--- config.mk ---
export PLATFORM = sky130hd
export DESIGN_NAME = tx_desc_ring_reader
export DESIGN_NICKNAME = d
export VERILOG_FILES = /design/src/rtl/txr_pkg.sv /design/src/rtl/txr_csr.sv /design/src/rtl/txr_lane_mux.sv /design/src/rtl/txr_engine.sv /design/src/rtl/tx_desc_ring_reader.sv
export SDC_FILE = /design/constraint.sdc
export NUM_CORES = 1
export LEC_CHECK = 0
export ABC_AREA = 1
export BUFFER_PORTS_ARGS = -buffer_cell sky130_fd_sc_hd__buf_2
export CAP_MARGIN = 25
export CORE_MARGIN = 2
export CORE_UTILIZATION = 32
export DETAILED_ROUTE_END_ITERATION = 10
export HOLD_SLACK_MARGIN = 0.1
export SYNTH_ARGS = -nofsm -noshare
export SYNTH_HDL_FRONTEND = slang
export SYNTH_SLANG_ARGS = --single-unit
--- constraint.sdc ---
create_clock -name clk -period 2.4 [get_ports clk]
set_clock_uncertainty 0.15 [all_clocks]
set_input_delay 0.48 -clock clk [delete_from_list [all_inputs] [get_ports clk]]
set_output_delay 0.48 -clock clk [all_outputs]
set_load 0.03 [all_outputs]
--- src/rtl/txr_pkg.sv ---
package txr_pkg;
  // status word bit positions shared with software
  localparam int B_LAST = 15;
  localparam int B_EXH  = 27;
  localparam int B_UNDR = 28;
  localparam int B_WRAP = 30;
  localparam int B_USED = 31;
  // control and status register bits
  localparam int C_TXEN  = 3;
  localparam int C_START = 9;
  localparam int S_DONE  = 5;

  typedef enum logic [1:0] {
    SEL_CTRL = 2'd0,
    SEL_STAT = 2'd1,
    SEL_BASE = 2'd2
  } csr_sel_e;

  typedef enum logic [3:0] {
    ST_IDLE, ST_RD_A, ST_RD_S, ST_CHK, ST_RD_W, ST_LD_W, ST_SEND, ST_NEXT, ST_WB
  } eng_state_e;

  function automatic logic [31:0] flag_bit(input int pos);
    return 32'(1) << pos;
  endfunction
endpackage

--- src/rtl/txr_csr.sv ---
module txr_csr #(
  parameter int ADDR_W = 16
) (
  input  logic              clk,
  input  logic              rst_n,
  input  logic              csr_we,
  input  logic [1:0]        csr_sel,
  input  logic [31:0]       csr_wdata,
  input  logic              busy,
  input  logic              done_evt,
  output logic              start_evt,
  output logic [ADDR_W-1:0] base_addr,
  output logic [31:0]       status_o
);
  import txr_pkg::*;

  logic              done_q;
  logic [ADDR_W-1:0] base_q;
  logic              wr_ctrl, wr_stat, wr_base;
  logic              unused_wbits;

  assign wr_ctrl = csr_we && (csr_sel == SEL_CTRL);
  assign wr_stat = csr_we && (csr_sel == SEL_STAT);
  assign wr_base = csr_we && (csr_sel == SEL_BASE);

  assign start_evt = wr_ctrl && csr_wdata[C_START] && csr_wdata[C_TXEN] && !busy;

  always_ff @(posedge clk) begin
    if (!rst_n) begin
      done_q <= 1'b0;
      base_q <= '0;
    end else begin
      if (done_evt)
        done_q <= 1'b1;
      else if (wr_stat && csr_wdata[S_DONE])
        done_q <= 1'b0;
      if (wr_base)
        base_q <= {csr_wdata[ADDR_W-1:3], 3'b000};
    end
  end

  assign base_addr = base_q;
  assign status_o  = 32'(done_q) << S_DONE;
  assign unused_wbits = ^{csr_wdata[31:ADDR_W], csr_wdata[2:0]};
endmodule

--- src/rtl/txr_lane_mux.sv ---
module txr_lane_mux #(
  parameter int WORD_W = 32
) (
  input  logic [WORD_W-1:0]              word_i,
  input  logic [$clog2(WORD_W/8)-1:0]    sel_i,
  output logic [7:0]                     byte_o
);
  localparam int LANES = WORD_W / 8;

  logic [7:0] lanes [LANES];

  for (genvar g = 0; g < LANES; g++) begin : g_lane
    assign lanes[g] = word_i[8*g +: 8];
  end

  assign byte_o = lanes[sel_i];
endmodule

--- src/rtl/txr_engine.sv ---
module txr_engine #(
  parameter int ADDR_W = 16,
  parameter int LEN_W  = 11
) (
  input  logic              clk,
  input  logic              rst_n,
  input  logic              start_evt,
  input  logic [ADDR_W-1:0] base_addr,
  output logic              mem_req,
  output logic              mem_we,
  output logic [ADDR_W-1:0] mem_addr,
  output logic [31:0]       mem_wdata,
  input  logic [31:0]       mem_rdata,
  output logic              tx_valid,
  output logic              tx_last,
  input  logic              tx_ready,
  output logic [31:0]       word_o,
  output logic [1:0]        lane_o,
  output logic              busy,
  output logic              done_evt,
  output logic              underrun_evt,
  output logic              exhaust_evt
);
  import txr_pkg::*;

  localparam int DESC_BYTES = 8;
  localparam int STAT_OFS   = 4;

  eng_state_e        st, st_after;
  logic [ADDR_W-1:0] ptr, buf_addr, first_ptr, byte_addr;
  logic [31:0]       first_stat, word_q, wb_flags;
  logic [LEN_W-1:0]  cur_len, cnt;
  logic              cur_last, cur_wrap, in_frame, final_byte;

  // next descriptor address: wrap returns to the queue base
  function automatic logic [ADDR_W-1:0] ring_next(input logic [ADDR_W-1:0] p,
                                                  input logic wrap,
                                                  input logic [ADDR_W-1:0] b);
    return wrap ? b : p + ADDR_W'(DESC_BYTES);
  endfunction

  function automatic logic [ADDR_W-1:0] word_of(input logic [ADDR_W-1:0] a);
    return {a[ADDR_W-1:2], 2'b00};
  endfunction

  function automatic logic is_final(input logic [LEN_W-1:0] c, input logic [LEN_W-1:0] l);
    return ({1'b0, c} + 1'b1) == {1'b0, l};
  endfunction

  assign byte_addr  = buf_addr + ADDR_W'(cnt);
  assign lane_o     = byte_addr[1:0];
  assign word_o     = word_q;
  assign final_byte = is_final(cnt, cur_len);

  assign busy         = (st != ST_IDLE);
  assign tx_valid     = (st == ST_SEND);
  assign tx_last      = tx_valid && cur_last && final_byte;
  assign underrun_evt = tx_valid && !tx_ready;
  assign exhaust_evt  = (st == ST_CHK) && mem_rdata[B_USED] && in_frame;
  assign done_evt     = (st == ST_NEXT) && cur_last;

  always_comb begin
    mem_req   = 1'b0;
    mem_we    = 1'b0;
    mem_addr  = '0;
    mem_wdata = first_stat | wb_flags;
    case (st)
      ST_RD_A: begin mem_req = 1'b1; mem_addr = ptr; end
      ST_RD_S: begin mem_req = 1'b1; mem_addr = ptr + ADDR_W'(STAT_OFS); end
      ST_RD_W: begin mem_req = 1'b1; mem_addr = word_of(byte_addr); end
      ST_WB: begin
        mem_req  = 1'b1;
        mem_we   = 1'b1;
        mem_addr = first_ptr + ADDR_W'(STAT_OFS);
      end
      default: ;
    endcase
  end

  always_ff @(posedge clk) begin
    if (!rst_n) begin
      st         <= ST_IDLE;
      st_after   <= ST_IDLE;
      ptr        <= '0;
      buf_addr   <= '0;
      first_ptr  <= '0;
      first_stat <= '0;
      word_q     <= '0;
      wb_flags   <= '0;
      cur_len    <= '0;
      cnt        <= '0;
      cur_last   <= 1'b0;
      cur_wrap   <= 1'b0;
      in_frame   <= 1'b0;
    end else begin
      case (st)
        ST_IDLE: begin
          if (start_evt) begin
            ptr      <= base_addr;
            in_frame <= 1'b0;
            st       <= ST_RD_A;
          end
        end
        ST_RD_A: st <= ST_RD_S;
        ST_RD_S: begin
          buf_addr <= mem_rdata[ADDR_W-1:0];
          st       <= ST_CHK;
        end
        ST_CHK: begin
          if (mem_rdata[B_USED]) begin
            if (in_frame) begin
              wb_flags <= flag_bit(B_USED) | flag_bit(B_EXH);
              st_after <= ST_IDLE;
              in_frame <= 1'b0;
              st       <= ST_WB;
            end else begin
              st <= ST_IDLE;
            end
          end else begin
            cur_len  <= mem_rdata[LEN_W-1:0];
            cur_last <= mem_rdata[B_LAST];
            cur_wrap <= mem_rdata[B_WRAP];
            if (!in_frame) begin
              first_ptr  <= ptr;
              first_stat <= mem_rdata;
            end
            in_frame <= 1'b1;
            cnt      <= '0;
            st       <= (mem_rdata[LEN_W-1:0] == '0) ? ST_NEXT : ST_RD_W;
          end
        end
        ST_RD_W: st <= ST_LD_W;
        ST_LD_W: begin
          word_q <= mem_rdata;
          st     <= ST_SEND;
        end
        ST_SEND: begin
          if (!tx_ready) begin
            wb_flags <= flag_bit(B_USED) | flag_bit(B_UNDR);
            st_after <= ST_IDLE;
            in_frame <= 1'b0;
            st       <= ST_WB;
          end else begin
            cnt <= cnt + 1'b1;
            if (final_byte)
              st <= ST_NEXT;
            else if (&lane_o)
              st <= ST_RD_W;
          end
        end
        ST_NEXT: begin
          ptr <= ring_next(ptr, cur_wrap, base_addr);
          if (cur_last) begin
            wb_flags <= flag_bit(B_USED);
            st_after <= ST_RD_A;
            in_frame <= 1'b0;
            st       <= ST_WB;
          end else begin
            st <= ST_RD_A;
          end
        end
        ST_WB: st <= st_after;
        default: st <= ST_IDLE;
      endcase
    end
  end
endmodule

--- src/rtl/tx_desc_ring_reader.sv ---
module tx_desc_ring_reader #(
  parameter int ADDR_W = 16,
  parameter int LEN_W  = 11
) (
  input  logic              clk,
  input  logic              rst_n,
  input  logic              csr_we,
  input  logic [1:0]        csr_sel,
  input  logic [31:0]       csr_wdata,
  output logic [31:0]       tx_status,
  output logic              mem_req,
  output logic              mem_we,
  output logic [ADDR_W-1:0] mem_addr,
  output logic [31:0]       mem_wdata,
  input  logic [31:0]       mem_rdata,
  output logic              tx_valid,
  output logic [7:0]        tx_data,
  output logic              tx_last,
  input  logic              tx_ready
);
  localparam int WORD_W = 32;

  logic              start_evt, busy, done_evt, underrun_evt, exhaust_evt;
  logic [ADDR_W-1:0] base_addr;
  logic [WORD_W-1:0] cur_word;
  logic [1:0]        cur_lane;

  txr_csr #(.ADDR_W(ADDR_W)) i_csr (
    .clk       (clk),
    .rst_n     (rst_n),
    .csr_we    (csr_we),
    .csr_sel   (csr_sel),
    .csr_wdata (csr_wdata),
    .busy      (busy),
    .done_evt  (done_evt),
    .start_evt (start_evt),
    .base_addr (base_addr),
    .status_o  (tx_status)
  );

  txr_engine #(.ADDR_W(ADDR_W), .LEN_W(LEN_W)) i_engine (
    .clk          (clk),
    .rst_n        (rst_n),
    .start_evt    (start_evt),
    .base_addr    (base_addr),
    .mem_req      (mem_req),
    .mem_we       (mem_we),
    .mem_addr     (mem_addr),
    .mem_wdata    (mem_wdata),
    .mem_rdata    (mem_rdata),
    .tx_valid     (tx_valid),
    .tx_last      (tx_last),
    .tx_ready     (tx_ready),
    .word_o       (cur_word),
    .lane_o       (cur_lane),
    .busy         (busy),
    .done_evt     (done_evt),
    .underrun_evt (underrun_evt),
    .exhaust_evt  (exhaust_evt)
  );

  txr_lane_mux #(.WORD_W(WORD_W)) i_lane (
    .word_i (cur_word),
    .sel_i  (cur_lane),
    .byte_o (tx_data)
  );
endmodule

==> flow_summary.toml, run 1 <==
[status]
status = "complete, but fails checks"
violations = "negative setup slack"

[min_path]
holdPathStages = 3
holdCritStartpoint = "csr_wdata[15]"
min_to = "i_csr.base_addr[15]$_SDFFE_PN0P_"
hp-class = "in -> reg"

[layout]
fin_nets = 1354
fillCellCount = 2467
antenna_cells = 0
layout-drive-gt1-share_pct = 31.18
area_growth_pct = 35.50

[clock_tree]
cts_tree = "built"
cts_root_buf = "clkbuf_16"
clk_latency_ps = 430
htree_levels = 4
cts_num_sinks = 152
clockBufferDepth = 2
cts_buffers = 17
path_clk_slew_ps = 70

[routing]
vias = 7804
vias_per_cell = 4.856
drc = 0
drt-pass1-iter-count = 5
antenna_left = 0
wl_per_cell_um = 15.19
drtIter0Drc = 524
drt_wl_total_um = 24410

[sta]
worst_slew_pin_slew_ps = 637.0
slew_violations = 0
rsz0062_at_grt = "true"
fin_crit_ps = 2941
setup_viol_count_final = 25
fmax_mhz = 340.0
slew_headroom_pct = 57.49
timing.final.crit_share_pct = 122.6
final.setup.worst_slack_ps = -541.3
hold_viol = 0

[pwr]
p_leak_nw = 4.399
p_comb_share_pct = 16.9
power.total_w = 0.006664
ir_drop_mv = 0.4481
p_sw_share_pct = 29.67
switching_power_w = 0.001977
seqPwrFrac_pct = 40.3
powerDensity_nw_per_um2 = 630.3
p_clk_share_pct = 42.8
p_int_w = 0.004687

[floorplan]
die_h_um = 160.2
dieArea_um2 = 25650
die_w_um = 160.2
core_um2 = 24110
rows = 57
start_util_pct = 32.37
io_pins = 162

[setup_path]
endpoint_kind = "output pin"
rrSetupSlack_ps = -280
cp-start-kind = "register"
path_class = "reg -> out"
regToRegStartpoint = "i_engine.cnt[0]$_SDFFE_PN0P_"
worstPathRequired_ps = 1770
r2r-end = "i_engine.st[1]$_SDFFE_PN0P_"
cp_max_fo = 6
arrival_ps = 2310
rr_worst_depth = 25

[global_routing]
grtUsageMet3_pct = 3.351
first_global_vias = 7361
use_met1_pct = 25.25
grt.overflow.total = 0
busiest_layer = "met2"
track_usage_pct = 18.58
grt_pass1_wl_um = 38260
grt_util_met2_pct = 29.81
grt_max_degree = 49
antenna_found_initial = 1

[synth]
yosys_warnings = 0
synthesis.area_um2 = 7802
ys_types = 42
yosys.area.top_type = "dfxtp_1"
yosys-top-cells-area = "dfxtp_1, o21ai_0, nand2_1, a21oi_1, buf_4"
seq_area_frac_synth_pct = 39.00
synth_edf_count = 0
synthTopCellsByCount = "nand2_1, dfxtp_1, nor2_1"
yosysMostFrequentCell = "nand2_1"
syn_inst = 1118
ys.flop_type = "dfxtp_1"
ys_ff_latch = 152
synth-async-reset-ratio_pct = 0
synth.top_cell.area_share_pct = 39.00
avgSynthCellArea_um2 = 6.979

[placed_design]
portBuffers = 109
place_ws_ps = -306.8
place.gp.congestion = 0.9174
detailed_place_hpwl_um = 17180

[flow_run]
drv_cap = 0
[state kept, by name (all words and copies together), names as in the netlist, 3 cells and up]
signal	count
i_engine.word_o	32
i_engine.cnt	11
i_engine.wb_flags	3
i_engine.buf_addr	16
i_csr.base_addr	13
i_engine.cur_len	11
i_engine.ptr	13
i_engine.first_ptr	13
i_engine.first_stat	31
i_engine.st	4
[layout make-up]
class	instances	area (µm²)	share of cell area, %
clock buffer	20	466.7	4.414
clock inverter	12	152.6	1.444
inverter	110	419.2	3.965
multi-input combinational	773	4481	42.38
sequential	152	3065	28.99
tap	324	405.4	3.834
timing repair buffer	216	1583	14.97
[per-layer routing]
layer	vias up	part of all wire, %
li1	3923	-
met1	3646	47
met2	197	46
met3	36	5.0
met4	2	2.3
met5	-	0.045
[repair_timing]
action	4_1_cts	5_1_grt
setup endpoints to repair	24	27
gates cloned	0	0
setup buffers	19	14
pin swaps	35	20
hold buffers	1	0
hold endpoints to repair	1	0
gates resized for setup	162	69
[cell usage in the layout, fill, tap and decap left out, drive strengths merged, types with 12 or more instances in the layout]
cell type and n:
clkbuf 20, conb 33, buf 215, nand3 93
a21oi 113, inv 117, o21ai 130, nor3 12
dfxtp 152, nor2 138, ha 13, nand2 169
[power groups by stage]
stage          combinational (W)  clock [W]  sequential (W)
6_report                 0.00113    0.00285         0.00268
5_1_grt                  0.00121    0.00301         0.00269
4_1_cts                  0.00105    0.00290         0.00268
3_5_place_dp            0.000904          0         0.00271
3_3_place_gp            0.000897          0         0.00271
2_1_floorplan           0.000628          0         0.00269
[worst max-delay path: stages (launching register included)]
cell and delay [ps]:
dfxtp_2 360, buf_6 120, ha_4 150, nand2_4 60
nor2_4 190, inv_2 80, nand2_1 70, nand2_1 60
nand2_2 70, nand2_1 70, nor3_2 130, nand4_1 160
nor3_4 210, buf_6 150
[how the worst max path moves through the flow]
stage	startpoint	slack, ps	end
after floorplan	i_engine.cnt[0]$_SDFFE_PN0P_	-140	mem_addr[10]
final	i_engine.cnt[0]$_SDFFE_PN0P_	-540	tx_last
after CTS	i_engine.cnt[0]$_SDFFE_PN0P_	-520	tx_last
after global routing	i_engine.cnt[0]$_SDFFE_PN0P_	-640	tx_last
after detailed placement	i_engine.cnt[0]$_SDFFE_PN0P_	-310	mem_addr[10]
after global placement	i_engine.cnt[0]$_SDFFE_PN0P_	-300	mem_addr[10]
[per-stage QoR]
stage	cell area, µm²	hold slack [ps]	utilization (%)	std cells	setup TNS (ps)
after detailed placement	8937	294.0	37.08	1551	-3220
after floorplan	8013	274.5	-	1150	-136.9
after global placement	8937	286.2	37.08	1551	-2695
after global routing	10570	123.4	43.86	1607	-12180
final	10570	118.7	43.86	1607	-10150
after CTS	10290	100.8	42.69	1603	-10570
[logic make-up (layout without fill, tap and decap cells)]
kind of cell / after synthesis / after routing / synth area share [%]
flip-flops: 152 / 152 / 39.00
buffers and inverters: 225 / 358 / 14.13
XOR/XNOR: 7 / 7 / 0.7858
AO/OA/AOI/OAI: 288 / 288 / 19.90
AND/OR/NAND/NOR: 431 / 431 / 23.80
adder cells (fa/ha/maj): 14 / 14 / 2.341
other: 1 / 33 / 0.04806
No activity file was read; power rests on OpenSTA's default activity.
==> inputs of run 2 (changes only) <==
- CORE_ASPECT_RATIO: not set -> 0.75
- PLACE_DENSITY: not set -> 0.53
==> flow_summary.toml, run 2 (synthesis gave the netlist of run 1 again) <==
[pwr]
power.total_w = 0.006892
ir_drop_mv = 0.5288
powerDensity_nw_per_um2 = 643.8
p_leak_nw = 4.410

[routing]
wl_per_cell_um = 15.49
vias = 7751
drtIter0Drc = 510
drt_wl_total_um = 25010
drt-pass1-iter-count = 5
vias_per_cell = 4.802
drc = 0
antenna_left = 0

[status]
violations = "negative setup slack"
status = "complete, but fails checks"

[sta]
slew_headroom_pct = 64.65
setup_viol_count_final = 23
hold_viol = 0
slew_violations = 0
rsz0062_at_grt = "true"
worst_slew_pin_slew_ps = 529.7
fmax_mhz = 343.6
final.setup.worst_slack_ps = -510.3
timing.final.crit_share_pct = 121.3
fin_tns_setup_ps = -9789
fin_crit_ps = 2910

[global_routing]
track_usage_pct = 19.58
first_global_vias = 7215
grt.overflow.total = 0
antenna_found_initial = 0
grt_pass1_wl_um = 39330
grt_max_degree = 39

[min_path]
hp-class = "in -> reg"

[setup_path]
cp_max_fo = 2
crit_family = "buffers and inverters"
crit_path_frequent_cell = "buf_6"
worstPathRequired_ps = 1770
path_class = "reg -> out"
arrival_ps = 2280
path_cells = "ha_4 -> fa_2 -> buf_4 -> buf_6 -> buf_6 -> buf_6 -> or2_4 -> nand3_2 -> nand3_2 -> buf_6"
cp-start-kind = "register"
cp_slowest_cell = "dfxtp_4"
endpoint_kind = "output pin"
path_buf_inv = 5
slowest_delay_ps = 360

[clock_tree]
path_clk_slew_ps = 70
cts_tree = "built"
htree_levels = 4
cts_num_sinks = 152
cts_root_buf = "clkbuf_16"
cts_buffers = 17
clk_latency_ps = 440
clockBufferDepth = 2

[flow_run]
drv_cap = 0

[layout]
final_area_um2 = 10710
largest_reg_flops = 32
area_growth_pct = 37.20
final_cell_mix = "nand2_1, dfxtp_1, nor2_1"
mostFrequentLayoutCell = "nand2_1"
antenna_cells = 0
fin_nets = 1354
layout-drive-gt1-share_pct = 31.64

[placed_design]
detailed_place_hpwl_um = 17870
portBuffers = 109
place_area_um2 = 8931
place.gp.congestion = 0.8350

[floorplan]
dieArea_um2 = 25660
io_pins = 162
die_w_um = 184.3
rows = 49
core_um2 = 23970
die_h_um = 139.2
start_util_pct = 32.55
## run 2: routing by layer
metal  track usage, %  share of wire (%)  vias up
met1            29.94                 53     3649
met2            27.90                 42      156
met3            4.057                4.2       21
met4            4.295               0.97        0
li1                 -                  -     3925
met5                0                  0        -
## run 2: area by class of cell
class / instances / area [µm²]
Fill cell: 2423 / 13270
Multi-Input combinational cell: 773 / 4523
Sequential cell: 152 / 3079
Timing Repair Buffer: 215 / 1612
Clock buffer: 19 / 432.9
Inverter: 110 / 424.2
Tap cell: 331 / 414.1
Clock inverter: 13 / 215.2
Timing Repair inverter: 1 / 5.005
## run 2: timing repair
item / in CTS / in global routing
gates cloned: 1 / 0
pin swaps: 39 / 22
hold buffers: 4 / 0
setup buffers: 19 / 9
gates resized for setup: 193 / 55
endpoints found under the setup margin: 24 / 27
hold endpoints to repair: 4 / 0
## run 2: worst register-to-register path, delay by kind of cell, from the launching register on
family / cells / cell delay, ps
buffers and inverters: 5 / 480
AND/OR/NAND/NOR: 12 / 1030
adder cells (fa/ha/maj): 1 / 140
flip-flops: 1 / 370
## run 2: power breakdown
group          switching [W]  internal [W]
logic               0.000711      0.000468
registers          0.0000856       0.00260
clock network        0.00116       0.00186
## run 2: final timing paths
kind	start	endpoint	slack [ps]	cells past startpoint
worst max-delay path	i_engine.cnt[0]$_SDFFE_PN0P_	mem_addr[2]	-510	10
worst min-delay path	csr_wdata[11]	i_csr.base_addr[11]$_SDFFE_PN0P_	110	3
worst max register to register	i_engine.cnt[0]$_SDFFE_PN0P_	i_engine.st[1]$_SDFFE_PN0P_	160	18
worst min register to register	i_engine.first_stat[16]$_SDFFE_PN0P_	i_engine.first_stat[16]$_SDFFE_PN0P_	310	2
## run 2: through the flow
step	hold slack [ps]	std cells	setup slack [ps]	util [%]
finish	113.3	1614	-510.3	44.66
global route	133.9	1614	-640.5	44.66
CTS	100.5	1612	-549.0	43.75
detailed placement	292.0	1556	-278.9	37.26
global placement	289.2	1556	-301.8	37.26
floorplan	274.5	1150	-136.9	-
==> inputs of run 3 (changes only) <==
- PLACE_DENSITY: 0.53 -> 0.64
- SYNTH_HIERARCHICAL: not set -> 1
- TNS_END_PERCENT: not set -> 20
==> flow_summary.toml, run 3 <==
[synth]
synthTopCellsByCount = "nand2_1, nor2_1, dfxtp_1"
ys_types = 50
yosys_warnings = 6
syn_inst = 1309
seq_area_frac_synth_pct = 36.27
yosys-top-cells-area = "dfxtp_1, nand2_1, nor2_1, o21ai_0, inv_1"
ys.flop_type = "dfxtp_1"
synth-async-reset-ratio_pct = 0
yosysMostFrequentCell = "nand2_1"
avgSynthCellArea_um2 = 6.661
ys_ff_latch = 158
synthesis.area_um2 = 8720
yosys.area.top_type = "dfxtp_1"
synth_edf_count = 0
synth.top_cell.area_share_pct = 36.27

[layout]
fin_nets = 1595
fillCellCount = 2730
largest_reg_flops = 32
fin_util_pct = 43.44
final_cell_mix = "nand2_1, nor2_1, dfxtp_1"
area_growth_pct = 33.88
layout-drive-gt1-share_pct = 28.63
regArea_um2 = 3182
multi_input_area_um2 = 4818
final_area_um2 = 11670
antenna_cells = 0
mostFrequentLayoutCell = "nand2_1"

[clock_tree]
clk_latency_ps = 440
cts_num_sinks = 158
clockBufferDepth = 2
cts_root_buf = "clkbuf_16"
cts_buffers = 17
path_clk_slew_ps = 70
htree_levels = 4
cts_hold_buf = 0
cts_tree = "built"

[floorplan]
io_pins = 162
die_h_um = 147.0
core_um2 = 26870
die_w_um = 194.6
start_util_pct = 32.45
rows = 52
dieArea_um2 = 28600

[setup_path]
path_class = "reg -> out"
rr_worst_depth = 17
worstPathRequired_ps = 1770
cp_max_fo = 6
cp-start-kind = "register"
endpoint_kind = "output pin"
arrival_ps = 2500
rrSetupSlack_ps = -30

[min_path]
holdPathStages = 3
hp-class = "in -> reg"

[sta]
slew_violations = 0
rsz0062_at_grt = "true"
final.setup.worst_slack_ps = -731.9
fin_crit_ps = 3132
fmax_mhz = 319.3
hold_viol = 0
timing.final.crit_share_pct = 130.5
setup_viol_count_final = 27
slew_headroom_pct = 43.93
worst_slew_pin_slew_ps = 839.9

[pwr]
powerDensity_nw_per_um2 = 607.1
p_leak_nw = 5.203
ir_drop_mv = 0.4677

[routing]
drc = 0
drtIter0Drc = 770
vias_per_cell = 4.804
drt_wl_total_um = 28630
drt-pass1-iter-count = 5
wl_per_cell_um = 15.28
antenna_left = 0
vias = 9003

[placed_design]
detailed_place_hpwl_um = 20440
place.gp.congestion = 0.9488
portBuffers = 111
place_ws_ps = -315.5
place_area_um2 = 10190

[global_routing]
grt_pass1_wl_um = 44080
track_usage_pct = 19.49
grt.overflow.total = 0
grt_max_degree = 117
antenna_found_initial = 2
first_global_vias = 8177

[flow_run]
drv_cap = 0

[status]
violations = "negative setup slack"
status = "complete, but fails checks"
[run 3: changes by cell type in the layout (fill, tap and decap cells not counted), moves of 10 or more]
cell / before / now
a21oi_1: 106 / 96
buf_4: 86 / 139
dfxtp_1: 131 / 151
dfxtp_2: 17 / 3
inv_1: 97 / 129
nand2_1: 149 / 229
nand3_1: 75 / 64
nor2_1: 120 / 185
o21ai_0: 105 / 132
[run 3: kinds of logic (layout without fill, tap and decap cells)]
kind of cell | count (synthesis) | after routing | synth area share (%)
xor gates and xnor gates | 7 | 7 | 0.7031
muxes | 1 | 1 | 0.1291
buffers and inverters | 267 | 448 | 14.97
other | 1 | 34 | 0.04301
adders and majority gates | 15 | 15 | 2.239
DFF | 158 | 158 | 36.27
AOI/OAI and AO/OA | 293 | 293 | 18.20
and+or+nand+nor | 567 | 567 | 27.45
[run 3: report_power, final]
| group | leakage [nW] | switching, W | internal (W) |
|---|---|---|---|
| logic | 3.63 | 0.000873 | 0.000546 |
| registers | 1.28 | 0.0000742 | 0.00272 |
| clock network | 0.297 | 0.00129 | 0.00158 |
[run 3: per-stage QoR]
step                      hold WS (ps)  power (W)  setup TNS [ps]  cells
after floorplan                  274.5   0.003608           -1479   1342
after global placement           284.6   0.003998           -2821   1816
after detailed placement         294.6   0.004008           -3130   1816
after CTS                        109.0   0.006970          -11340   1866
after global routing             112.0   0.007366          -15080   1874
final                            118.7   0.007087          -10540   1874
[run 3: per-layer routing]
layer	wire length (µm)	global-route usage, %
met1	14280	29.12
met3	1872	4.040
met2	12180	28.41
met4	295	4.654
met5	0	0
[run 3: path summary, 6_finish.rpt]
| kind | start | end |
|---|---|---|
| worst max register to register | i_engine/st[1]$_SDFFE_PN0P_ | i_engine/ptr[15]$_SDFFE_PN0P_ |
| worst max-delay path | i_engine/st[1]$_SDFFE_PN0P_ | mem_addr[8] |
| worst min-delay path | csr_wdata[12] | i_csr/base_addr[12]$_SDFFE_PN0P_ |
| worst min register to register | i_csr/done_q$_SDFFE_PN0P_ | i_csr/done_q$_SDFFE_PN0P_ |
[run 3: layout make-up]
| cell class | count | area share (%) |
|---|---|---|
| Multi-Input combinational cell | 917 | 41.28 |
| Sequential cell | 158 | 27.26 |
| Timing Repair Buffer | 270 | 17.77 |
| Inverter | 146 | 4.791 |
| Tap cell | 351 | 3.762 |
| Clock buffer | 17 | 3.644 |
| Clock inverter | 15 | 1.501 |
[run 3: worst max-delay path: stages (launching register included)]
cell and delay, ps:
dfxtp_4 360, nor2_4 140, nand3_4 140, clkinvlp_4 140
o21ai_2 80, inv_2 80, ha_4 150, nand2_4 70
nor2_4 130, nand2_2 90, o21bai_1 150, inv_1 60
o211ai_1 260, buf_4 220
[run 3: repair_timing]
item,4_1_cts,5_1_grt
pin swaps,24,21
resized for setup,106,87
setup buffers,18,14
endpoints found under the setup margin,34,81
cloned,0,1
